## src/rtl/sw_pkg.sv

```systemverilog
package sw_pkg;
  localparam int DIGIT_W = 4;
  typedef logic [DIGIT_W-1:0] bcd_t;
  localparam bcd_t BCD_TOP = 4'd9;
endpackage

```

## src/rtl/sw_bcd_cell.sv

```systemverilog
module sw_bcd_cell
  import sw_pkg::*;
(
  input  logic clk,
  input  logic rst,
  input  logic carry_in,
  output bcd_t value,
  output logic carry_out
);
  logic at_top;
  assign at_top    = (value == BCD_TOP);
  assign carry_out = carry_in && at_top;

  always_ff @(posedge clk) begin
    if (rst)           value <= '0;
    else if (carry_in) value <= at_top ? '0 : bcd_t'(value + 1'b1);
  end
endmodule

```

## src/rtl/sw_counter.sv

```systemverilog
module sw_counter
  import sw_pkg::*;
#(
  parameter int NUM_DIGITS = 3,
  localparam int FLAT_W = NUM_DIGITS * DIGIT_W
) (
  input  logic              clk,
  input  logic              rst,
  input  logic              advance,
  output logic [FLAT_W-1:0] digits
);
  logic [NUM_DIGITS:0] chain;
  assign chain[0] = advance;

  for (genvar g = 0; g < NUM_DIGITS; g++) begin : g_digit
    bcd_t v;
    sw_bcd_cell u_cell (
      .clk      (clk),
      .rst      (rst),
      .carry_in (chain[g]),
      .value    (v),
      .carry_out(chain[g+1])
    );
    assign digits[g*DIGIT_W +: DIGIT_W] = v;
  end

  logic unused_top_carry;
  assign unused_top_carry = chain[NUM_DIGITS];
endmodule

```

## src/rtl/sw_edge_capture.sv

```systemverilog
module sw_edge_capture (
  input  logic clk,
  input  logic rst,
  input  logic level,
  output logic first_high
);
  logic level_q;
  always_ff @(posedge clk) begin
    if (rst) level_q <= 1'b0;
    else     level_q <= level;
  end
  assign first_high = level && !level_q;
endmodule

```

## src/rtl/sw_lap_mem.sv

```systemverilog
module sw_lap_mem #(
  parameter int DEPTH  = 8,
  parameter int IDX_W  = 3,
  parameter int DATA_W = 12
) (
  input  logic              clk,
  input  logic              rst,
  input  logic              wr_en,
  input  logic [IDX_W-1:0]  wr_idx,
  input  logic [DATA_W-1:0] wr_data,
  input  logic [IDX_W-1:0]  rd_idx,
  output logic [DATA_W-1:0] rd_data
);
  localparam bit FULL_MAP = (DEPTH >= (1 << IDX_W));

  logic [DATA_W-1:0] slots [DEPTH];
  logic wr_ok, rd_ok;

  if (FULL_MAP) begin : g_full
    assign wr_ok = 1'b1;
    assign rd_ok = 1'b1;
  end else begin : g_part
    assign wr_ok = (int'(wr_idx) < DEPTH);
    assign rd_ok = (int'(rd_idx) < DEPTH);
  end

  always_ff @(posedge clk) begin
    if (rst) begin
      for (int i = 0; i < DEPTH; i++) slots[i] <= '0;
    end else if (wr_en && wr_ok) begin
      slots[wr_idx] <= wr_data;
    end
  end

  assign rd_data = rd_ok ? slots[rd_idx] : '0;
endmodule

```

## src/rtl/lap_stopwatch.sv

```systemverilog
module lap_stopwatch
  import sw_pkg::*;
#(
  parameter int LAP_DEPTH = 8,
  parameter int LAP_IDX_W = 3,
  localparam int NUM_DIGITS = 3,
  localparam int TRIPLE_W = NUM_DIGITS * DIGIT_W
) (
  input  logic                 clk,
  input  logic                 rst,
  input  logic                 tick,
  input  logic                 stop,
  input  logic [LAP_IDX_W-1:0] lap_sel,
  input  logic [LAP_IDX_W-1:0] peek_sel,
  output logic [DIGIT_W-1:0]   ones,
  output logic [DIGIT_W-1:0]   tens,
  output logic [DIGIT_W-1:0]   hundreds,
  output logic [TRIPLE_W-1:0]  peek_data
);
  logic [TRIPLE_W-1:0] live;
  logic advance, grab;

  assign advance = tick && !stop;

  sw_counter #(.NUM_DIGITS(NUM_DIGITS)) u_count (
    .clk    (clk),
    .rst    (rst),
    .advance(advance),
    .digits (live)
  );

  sw_edge_capture u_edge (
    .clk       (clk),
    .rst       (rst),
    .level     (stop),
    .first_high(grab)
  );

  sw_lap_mem #(.DEPTH(LAP_DEPTH), .IDX_W(LAP_IDX_W), .DATA_W(TRIPLE_W)) u_laps (
    .clk    (clk),
    .rst    (rst),
    .wr_en  (grab),
    .wr_idx (lap_sel),
    .wr_data(live),
    .rd_idx (peek_sel),
    .rd_data(peek_data)
  );

  assign ones     = live[3:0];
  assign tens     = live[7:4];
  assign hundreds = live[11:8];
endmodule

```

## config.mk

```make
export PLATFORM = sky130hd
export DESIGN_NAME = lap_stopwatch
export DESIGN_NICKNAME = d
export VERILOG_FILES = /design/src/rtl/sw_pkg.sv /design/src/rtl/sw_bcd_cell.sv /design/src/rtl/sw_counter.sv /design/src/rtl/sw_edge_capture.sv /design/src/rtl/sw_lap_mem.sv /design/src/rtl/lap_stopwatch.sv
export SDC_FILE = /design/constraint.sdc
export NUM_CORES = 1
export LEC_CHECK = 0
export BUFFER_PORTS_ARGS = -buffer_cell sky130_fd_sc_hd__buf_2
export CAP_MARGIN = 0
export CORE_MARGIN = 2
export CORE_UTILIZATION = 65
export DETAILED_ROUTE_END_ITERATION = 10
export GPL_TIMING_DRIVEN = 0
export PLACE_DENSITY = 0.87
export SLEW_MARGIN = 10
export SYNTH_ARGS = -nofsm -noshare
export SYNTH_HDL_FRONTEND = slang
export SYNTH_HIERARCHICAL = 1
export SYNTH_SLANG_ARGS = --single-unit
```

## constraint.sdc

```tcl
create_clock -name clk -period 7.1 [get_ports clk]
set_clock_uncertainty 0.2 [all_clocks]
set_input_delay 1.42 -clock clk [delete_from_list [all_inputs] [get_ports clk]]
set_output_delay 1.42 -clock clk [all_outputs]
set_load 0.02 [all_outputs]
```

==> impl_metrics.ini <==
[pwr]
p_leak_nw = 1.89
p_per_area_mw_per_mm2 = 213
ir_worst_vdd_uv = 130

[place]
io_buffers = 31
dp_hpwl_mm = 7.38
place_inst = 476
gp_congestion = 0.858

[setup_path]
critPathLaunchType = primary input
r2r_setup_slack_ps = 4000
path_class = primary input to output pin
cp_max_fo = 10
critPathCaptureType = output pin
required_ps = 5480
r2r-start = u_count/g_digit[0].u_cell/value[0]
r2r_end = u_count/g_digit[2].u_cell/value[3]
rr_worst_depth = 7
crit_arrival_ps = 2930

[flow_run]
cap_violations = 0

[finish]
num_antenna_cells = 0
nNetsFinal = 395
syn2layout_area_growth_pct = 9.47
drive_above_1_share_pct = 23.8
fill_cells = 495
finalNonFillerCells = 492

[grt]
antenna_found_initial = 0
grt_max_degree = 27
grt_pass1_vias = 3233
grtUsageTotal_pct = 27.6
grt_pass1_wl_mm = 17.2
grt-ovfl-total = 0

[synth]
syn_inst = 343
yosysWarnings = 6
synth_nets = 353
synth_area_mm2 = 0.00502
avgSynthCellArea_um2 = 14.6

[cts]
ctsHoldBuffers = 0
cts_buffers = 9
clkLatencyLatePin_ps = 370
h-tree-depth = 3
cts_tree = built
cts_sinks = 109
cts_setup_buffers = 0
cts_buffer_depth = 2
clkTransAtPathRegs_ps = 100
clock-root-buffer = clkbuf_8
cts_resized = 0

[die]
die_area_mm2 = 0.00844
core_mm2 = 0.00761
initial_utilization_pct = 66.0
die_w_um = 91.9
fp-row-count = 32
die_h_um = 91.9
io_pins = 34

[worst_hold_path]
min_to = u_count/g_digit[2].u_cell/value[1]
hp-class = register to register
hold_depth = 2
hp-start = u_count/g_digit[2].u_cell/value[1]

[timing]
max-slew-margin-rel_pct = 17.1
period_share_pct = 64.0
fin_setup_tns_ps = 0
drv_slew = 0
rsz0062_at_grt = false
worst_pin_slew_ps = 1240
setup_violations = 0
hold_violations = 0
period_needed_ps = 4550
fmax_mhz = 220

[routing]
ant_nets = 0
drt_iter0_drc = 332
drt-vias-per-instance = 6.48
totalWireLength_mm = 11.0
vias = 3190
wl_per_cell_um = 22.4
drt-pass1-iter-count = 5
route.detailed.drc = 0

[outcome]
status = complete, no violations
## layer usage
layer / wire [µm] / track usage, % / up-vias
li1: - / - / 1425
met1: 4250 / 36.3 / 1564
met2: 5560 / 45.9 / 173
met3: 926 / 5.18 / 28
met4: 265 / 11.4 / 0
met5: 0 / 0 / -
## power breakdown
part           internal, mW  switching (mW)
Combinational        0.0393          0.0690
Sequential            0.715         0.00648
Clock                 0.129           0.210
## cells in the final DEF, fill, tap and decap left out
cell type and n:
nor3_1 96, edfxtp_1 96, buf_2 38, mux4_1 21, clkbuf_1 17, mux2_2 15, clkinv_1 13, dfxtp_1 13
clkbuf_8 9, nand2_1 7, a21oi_1 6, xnor2_1 6, nor2_1 6, nand2b_1 5, o21bai_2 5, nor2b_4 3
inv_1 3, a211o_2 3, nand3_2 3, o32ai_2 3, buf_6 3, mux4_2 3, o21bai_1 3, inv_6 2
clkinvlp_4 2, nor4b_1 2, buf_1 2, clkinv_4 1, clkinv_2 1, or3b_2 1, nand3b_1 1, or2_2 1
## how the worst max path moves through the flow
stage                         end   startpoint  cells after the start  slack [ps]
floorplan           peek_data[10]  peek_sel[0]                      4        2950
global placement     peek_data[3]  peek_sel[2]                      5        2630
detailed placement   peek_data[6]  peek_sel[2]                      5        2570
CTS                  peek_data[6]  peek_sel[2]                      5        2570
global route         peek_data[6]  peek_sel[2]                      5        2510
finish               peek_data[6]  peek_sel[2]                      5        2550
## per-stage QoR
stage	power, mW	cell area, µm²	worst slack (ps)	utilization, %	hold WS [ps]
2_1_floorplan	0.805	5020	2950	-	391
3_3_place_gp	0.838	5300	2630	69.7	333
3_5_place_dp	0.842	5300	2570	69.7	343
4_1_cts	1.17	5480	2570	72.0	359
5_1_grt	1.20	5500	2510	72.3	390
6_report	1.17	5500	2550	72.3	356
## sequential cells by signal, indices dropped and copies added (netlist names)
| register | flops |
|---|---|
| u_edge/level_q | 1 |
| u_laps/slots | 96 |
| u_count/g_digit.u_cell/value | 12 |
## cell type report
| class | instances | area [µm²] | share of cell area (%) |
|---|---|---|---|
| buffer | 29 | 140 | 2.55 |
| clock buffer | 9 | 124 | 2.25 |
| clock inverter | 7 | 50.0 | 0.911 |
| inverter | 15 | 56.3 | 1.02 |
| multi-input combinational | 190 | 1700 | 30.9 |
| sequential | 109 | 3140 | 57.2 |
| tap | 102 | 128 | 2.32 |
| timing repair buffer | 31 | 155 | 2.82 |
## critical path, cell delays in order
cell and delay (ps):
clkbuf_1 280, buf_2 360, mux4_1 390, mux2_2 310
buf_2 160
Note: power is estimated with default switching activity, not from simulation.
